File: src/rtl/mdm_status_pkg.sv
package mdm_status_pkg;

   localparam int unsigned LANES    = 4;
   localparam int unsigned LANE_CTS = 0;
   localparam int unsigned LANE_DSR = 1;
   localparam int unsigned LANE_RI  = 2;
   localparam int unsigned LANE_DCD = 3;

   // Edge kinds act on the active-high level, not on the pin.
   typedef enum logic [1:0] {
      EDGE_ANY  = 2'd0,
      EDGE_FALL = 2'd1,
      EDGE_RISE = 2'd2
   } edge_kind_e;

   // The ring lane flags the end of a ring: pin low->high is level 1->0.
   function automatic edge_kind_e lane_edge(input int unsigned lane);
      return (lane == LANE_RI) ? EDGE_FALL : EDGE_ANY;
   endfunction

endpackage

File: src/rtl/mdm_sync.sv
module mdm_sync #(
   parameter int unsigned WIDTH   = 4,
   parameter int unsigned STAGES  = 2,
   parameter logic        RST_VAL = 1'b1
) (
   input  logic             clk,
   input  logic             rst,
   input  logic [WIDTH-1:0] d,
   output logic [WIDTH-1:0] q
);
   localparam logic [WIDTH-1:0] RST_VEC = {WIDTH{RST_VAL}};

   generate
      if (STAGES < 2) begin : g_bad_depth
         $error("mdm_sync: STAGES must be at least 2");
      end
   endgenerate

   logic [WIDTH-1:0] stg [STAGES];

   always_ff @(posedge clk) begin
      if (rst) stg[0] <= RST_VEC;
      else     stg[0] <= d;
   end

   generate
      for (genvar s = 1; s < STAGES; s++) begin : g_stage
         always_ff @(posedge clk) begin
            if (rst) stg[s] <= RST_VEC;
            else     stg[s] <= stg[s-1];
         end
      end
   endgenerate

   assign q = stg[STAGES-1];
endmodule

File: src/rtl/mdm_edge_detect.sv
module mdm_edge_detect
   import mdm_status_pkg::*;
#(
   parameter edge_kind_e KIND = EDGE_ANY
) (
   input  logic lvl_now,
   input  logic lvl_prev,
   output logic hit
);
   generate
      if (KIND == EDGE_FALL) begin : g_fall
         assign hit = lvl_prev & ~lvl_now;
      end else if (KIND == EDGE_RISE) begin : g_rise
         assign hit = ~lvl_prev & lvl_now;
      end else begin : g_any
         assign hit = lvl_prev ^ lvl_now;
      end
   endgenerate
endmodule

File: src/rtl/mdm_flag_bank.sv
module mdm_flag_bank #(
   parameter int unsigned WIDTH = 4
) (
   input  logic             clk,
   input  logic             rst,
   input  logic             clr,
   input  logic [WIDTH-1:0] set,
   output logic [WIDTH-1:0] flg
);
   generate
      if (WIDTH < 1) begin : g_bad_width
         $error("mdm_flag_bank: WIDTH must be at least 1");
      end
      for (genvar i = 0; i < WIDTH; i++) begin : g_flag
         // A set that lands with the clear wins, so no change is lost.
         always_ff @(posedge clk) begin
            if (rst)      flg[i] <= 1'b0;
            else if (clr) flg[i] <= set[i];
            else          flg[i] <= flg[i] | set[i];
         end
      end
   endgenerate
endmodule

File: src/rtl/mdm_status_reg.sv
module mdm_status_reg
   import mdm_status_pkg::*;
#(
   parameter int unsigned SYNC_STAGES = 2
) (
   input  logic             clk,
   input  logic             rst,
   input  logic             cts_n,
   input  logic             dsr_n,
   input  logic             ri_n,
   input  logic             dcd_n,
   input  logic             rd_stb,
   input  logic             msi_en,
   input  logic             auto_cts_on,
   input  logic             loop_en,
   input  logic [LANES-1:0] loop_bits,
   output logic [7:0]       rd_data,
   output logic             irq
);
   localparam int unsigned RD_W = 2 * LANES;

   generate
      if (RD_W != 8) begin : g_bad_lanes
         $error("mdm_status_reg: lane count must fill one byte");
      end
   endgenerate

   logic [LANES-1:0] pin_raw;
   logic [LANES-1:0] pin_sync;
   logic [LANES-1:0] lvl_now;
   logic [LANES-1:0] lvl_q;
   logic [LANES-1:0] chg;
   logic [LANES-1:0] flg;
   logic [LANES-1:0] irq_mask;

   assign pin_raw = {dcd_n, ri_n, dsr_n, cts_n};

   mdm_sync #(
      .WIDTH   (LANES),
      .STAGES  (SYNC_STAGES),
      .RST_VAL (1'b1)
   ) u_sync (
      .clk (clk),
      .rst (rst),
      .d   (pin_raw),
      .q   (pin_sync)
   );

   assign lvl_now = loop_en ? loop_bits : ~pin_sync;

   always_ff @(posedge clk) begin
      if (rst) lvl_q <= '0;
      else     lvl_q <= lvl_now;
   end

   generate
      for (genvar i = 0; i < LANES; i++) begin : g_lane
         mdm_edge_detect #(
            .KIND (lane_edge(i))
         ) u_edge (
            .lvl_now  (lvl_now[i]),
            .lvl_prev (lvl_q[i]),
            .hit      (chg[i])
         );
      end
   endgenerate

   mdm_flag_bank #(
      .WIDTH (LANES)
   ) u_flags (
      .clk (clk),
      .rst (rst),
      .clr (rd_stb),
      .set (chg),
      .flg (flg)
   );

   always_comb begin
      irq_mask           = '1;
      irq_mask[LANE_CTS] = ~auto_cts_on;
   end

   assign irq     = msi_en & (|(flg & irq_mask));
   assign rd_data = {lvl_q, flg};
endmodule

File: config.mk
export PLATFORM = sky130hd
export DESIGN_NAME = mdm_status_reg
export DESIGN_NICKNAME = d
export VERILOG_FILES = /design/src/rtl/mdm_status_pkg.sv /design/src/rtl/mdm_sync.sv /design/src/rtl/mdm_edge_detect.sv /design/src/rtl/mdm_flag_bank.sv /design/src/rtl/mdm_status_reg.sv
export SDC_FILE = /design/constraint.sdc
export NUM_CORES = 1
export LEC_CHECK = 0
export ABC_AREA = 0
export BUFFER_PORTS_ARGS = -buffer_cell sky130_fd_sc_hd__buf_4
export CAP_MARGIN = 40
export CORE_MARGIN = 10
export CORE_UTILIZATION = 25
export DETAILED_ROUTE_END_ITERATION = 8
export PLACE_DENSITY = 0.49
export SKIP_LAST_GASP = 1
export SYNTH_ARGS = -nofsm -noshare
export SYNTH_HDL_FRONTEND = slang
export SYNTH_SLANG_ARGS = --single-unit
File: constraint.sdc
create_clock -name clk -period 2.3 [get_ports clk]
set_input_delay 0.23 -clock clk [delete_from_list [all_inputs] [get_ports clk]]
set_output_delay 0.23 -clock clk [all_outputs]
set_load 0.02 [all_outputs]
# --- Yosys cells after proc, flatten, opt, wreduce, memory -nomap -nowiden ---
# Memory sizes are Yosys's and may differ from the RTL's.
# Index checks and enable logic that the tools add are counted.
totals:
  reg_bits: 8
  word_cells: 32
  out_inout_bits: 9
  mem_count: 1
  mem_bits_rw: 8
memory_table:
  columns: ["name", "words", "width", "rd", "rd_ports_with_merged_regs", "wr", "line_no", "source"]
  rows:
  - ["u_sync.stg", 2, 4, 2, 0, 2, "mdm_sync.sv:19", "logic [WIDTH-1:0] stg [STAGES];"]
classes:
  reduce_logical: 1
  mux: 10
  n_bitwise: 15
op_table:
  columns: ["op", "count"]
  rows:
  - ["2-to-1 mux 4 bit", 3]
  - ["2-to-1 mux 1 bit", 7]
  - ["OR 1 bit", 6]
  - ["AND 4 bit", 1]
  - ["inverter 4 bit", 1]
  - ["OR reduction 4 bit", 1]
  - ["bitwise XOR 1 bit", 3]
  - ["AND 1 bit", 2]
  - ["inverter 1 bit", 2]

# --- Logic depth before layout (Yosys ltp) ---
# An unclocked memory read counts as a cell.
logic_depth:
  depth_word: 7
  ltp_mapped: 4
  ltp_nobuf: 3

# --- Hierarchy ---
# Synthesis repeated with hierarchy kept, for this count alone.
unflattened:
  hier_cells: 58
  area_unflattened_um2: 563.0
by_module_without_submodules:
  columns: ["module", "cells_each", "instances", "area_per_inst_um2"]
  rows:
  - ["mdm_sync", 16, 1, 210.2]
  - ["mdm_status_reg", 22, 1, 172.7]
  - ["mdm_flag_bank", 16, 1, 140.1]
  - ["mdm_edge_detect at g_lane[0].u_edge ...", 1, 3, 8.8]
  - ["mdm_edge_detect at g_lane[2].u_edge", 1, 1, 13.8]

# --- Worst setup path before layout ---
# OpenSTA, ideal clock, no wires.
synth_timing:
  path_kind: "register to output"
  start: "register u_flags.flg[0]"
  end: "output irq"
  path_stages_with_launch: 3
  t_required_ns: 2.070
  t_arrival_ns: 0.900
  slack_ns: 1.170
  cell_sequence: "dfxtp_1 nor2b_1 o41a_1"
synth_via:
  elab_chain_cells: 3
synth_lines:
  columns: ["item", "line_no", "source"]
  rows:
  - ["from (decl)", "mdm_flag_bank.sv:8", "output logic [WIDTH-1:0] flg"]
  - ["from (signal, indexed assignment)", "mdm_flag_bank.sv:18", "else if (clr) flg[i] <= set[i];"]
  - ["from (signal, indexed assignment)", "mdm_flag_bank.sv:19", "else flg[i] <= flg[i] | set[i];"]
  - ["AND 4 bit", "mdm_status_reg.sv:83", "assign irq = msi_en & (|(flg & irq_mask));"]
  - ["OR reduction 4 bit", "mdm_status_reg.sv:83", null]
  - ["AND 1 bit", "mdm_status_reg.sv:83", null]
  - ["to (decl)", "mdm_status_reg.sv:18", "output logic irq"]
# No other way between the ends.

# --- Final worst setup path ---
# Same ends and word-level chain as after synthesis.

==> impl_results.md <==
* # setup viols final at 0
* Maximum vdd drop at 443.1 uV
* Most common library cells after synthesis: dfxtp_1, nor2b_1, or2_2
* TritonCTS Buffers at 3
* Sequential area share after synthesis at 0.4785
* CP Capture Type: output pin
* Placed insts at 107
* Worst hold path type: in -> reg
* Vias/cell at 4.155
* Final core utilization at 0.3363
* FF-to-FF Start: u_flags.flg[3]
* Post-CTS setup buffers at 0
* H-tree levels at 1
* Detailed-route via count at 457
* Final period util at 0.6154
* Final hold vios at 0
* Die W at between 70 and 80 um
* Required time of the critical path at 2.07 ns
* Fin Clk Skew at 0.005886 ns
* I/O Pins at 23
* Critical path startpoint category: register
* Gpl congestion at 0.7047
* Die Y at between 70 and 80 um
* Pre-Repair DR Iteration Count at 4
* Max-cap violations at 0
* Post-Layout Cell Count at 110
* ANT cells at 0
* CP max FO at 3
* Post-synth EDFFs at 0
* Initial antenna violation count at 0
* Vias in the first global route at 439
* RR Endpoint: u_flags.flg[3]
* RSZ-0062 raised after global routing: false
* Hold buffers post-CTS at 0
* Slew Limit Headroom at 0.8129
* Most used DFF post-synth: dfxtp_1
* Area grow syn2layout at 26.73%
* Path depth of the worst reg2reg path at 3
* Maximum number of pins on one net before global-route repair at 17
* Final ANT Viol Nets at 0
* Port Buffer Count at 22
* Setup CP Type: reg -> out
* Ys Warns at 0
* Layout cells sized above 1 at 0.4875
* WL final at 1282 um
* Initial Utilization at 0.2654
* Dpl hpwl at 1048 um
* Leak at about 0.37 nW
* Setup_tns at 0 ns
* Worst hold stages at 2
* Library cells used by synthesis at 22
* HP Start: ri_n
* Syn Std Cell Area at 669.4 um2
* Root buf cell: clkbuf_4
* Seq cells post-synth at 16
* Final Max Slew Viols at 0
* Clk buf depth at 2
* Synth area leaders: dfxtp_1, nor2b_1, or2_2
* Place WS at 1.180 ns
* Setup WS post-layout at 0.8845 ns
* Clock transition at path regs at 0.08 ns
* R2R setup slack at 1.30 ns
* Worst hold slack at 0.1355 ns
* Mapped Nets at 75
* Synthesized instance count at a little over 60
* CP arrival at 1.19 ns
* Skew-Pair Late Insertion Delay at 0.27 ns
* Clk sinks at 16
* Status: finished clean
* Power Density at 629.1 nW/um2
* Grt total ovfl at 0
* GRT Total Usage at 0.05089
* Hold Crit Endpoint: u_sync.stg[0][2]
* Drc violations at 0
* FFs w/ async S/R, synth at 0
* Post-CTS Resized at 0
* Count leader, synth: dfxtp_1
* Final nets at 96
* Slew @ Worst Pin at 0.2801 ns
* Die area at 5147 um2
* Core ar. at 2522 um2
* Site row count at 18
* Avg WL per Cell at around 12 um
* Syn Area/Cell at 10.97 um2
* First-pass GRT wire length at 2090 um
* Final Critical Period at 1.415 ns
* Post-synth top area cell: dfxtp_1
* Max Freq at 706.5 MHz
* CTS tree: built
* DRT iter0 DRCs at 9
* Synth top area share at 0.4785
[state kept, by name, indices dropped and copies added, names as in the netlist]
signal,count
u_flags.flg,4
lvl_q,4
u_sync.stg,8
[where the power goes]
part / switching (mW) / internal, mW
clock network: 0.0748 / 0.0606
logic: 0.0443 / 0.0534
registers: 0.00839 / 0.292
[layout by cell type, fill, tap and decap left out]
cell type  instances
a211oi_1           1
nand3b_1           1
a21o_1             2
nand2_4            1
a21oi_1            2
dfxtp_1           16
nor2b_1           10
or2_1              1
o21ai_1            1
o41a_1             1
buf_4             22
nand2_1            1
a2111oi_4          1
a211oi_2           2
nor2_1             4
clkbuf_4           3
a2111oi_2          1
nand2b_1           1
nor4b_4            1
or2_2              7
nor2_2             1
[worst max-delay path, stage by stage (launching register included)]
cell and delay (ns):
dfxtp_1 0.32, nor2b_1 0.13, o41a_1 0.30, buf_4 0.16
[layer usage]
layer,vias to the layer above,global-route usage,wire length (um)
met2,18,0.06961,533
met3,2,0.04270,145
met5,-,0,0
met4,0,0.01290,9
met1,196,0.05832,593
li1,241,-,-
[worst max path at each step]
| stage | end | start | slack [ns] |
|---|---|---|---|
| global route | irq | u_flags.flg[1] | 0.82 |
| floorplan | irq | u_flags.flg[0] | 1.17 |
| detailed placement | irq | u_flags.flg[0] | 1.18 |
| CTS | irq | u_flags.flg[0] | 0.86 |
| finish | irq | u_flags.flg[0] | 0.88 |
| global placement | irq | u_flags.flg[0] | 1.19 |
[through the flow]
stage	power, mW	area (um2)
final	0.5337	848.3
after global routing	0.5697	848.3
after CTS	0.5485	848.3
after detailed placement	0.4076	825.8
after global placement	0.4060	825.8
after floorplan	0.3693	669.4
[kinds of logic after synthesis]
logic type | after synthesis | synth area share
AOI/OAI and AO/OA | 11 | 0.1738
and+or+nand+nor | 28 | 0.2785
DFF | 16 | 0.4785
buffers and inverters | 6 | 0.06915
[final cells by class]
type	instances	area, um2
Tap cell	30	37.54
Sequential cell	16	320.3
Multi-Input combinational cell	39	302.8
Clock buffer	3	22.52
Timing Repair Buffer	22	165.2
Fill cell	264	1674
Note: power is estimated with default switching activity, not from simulation.
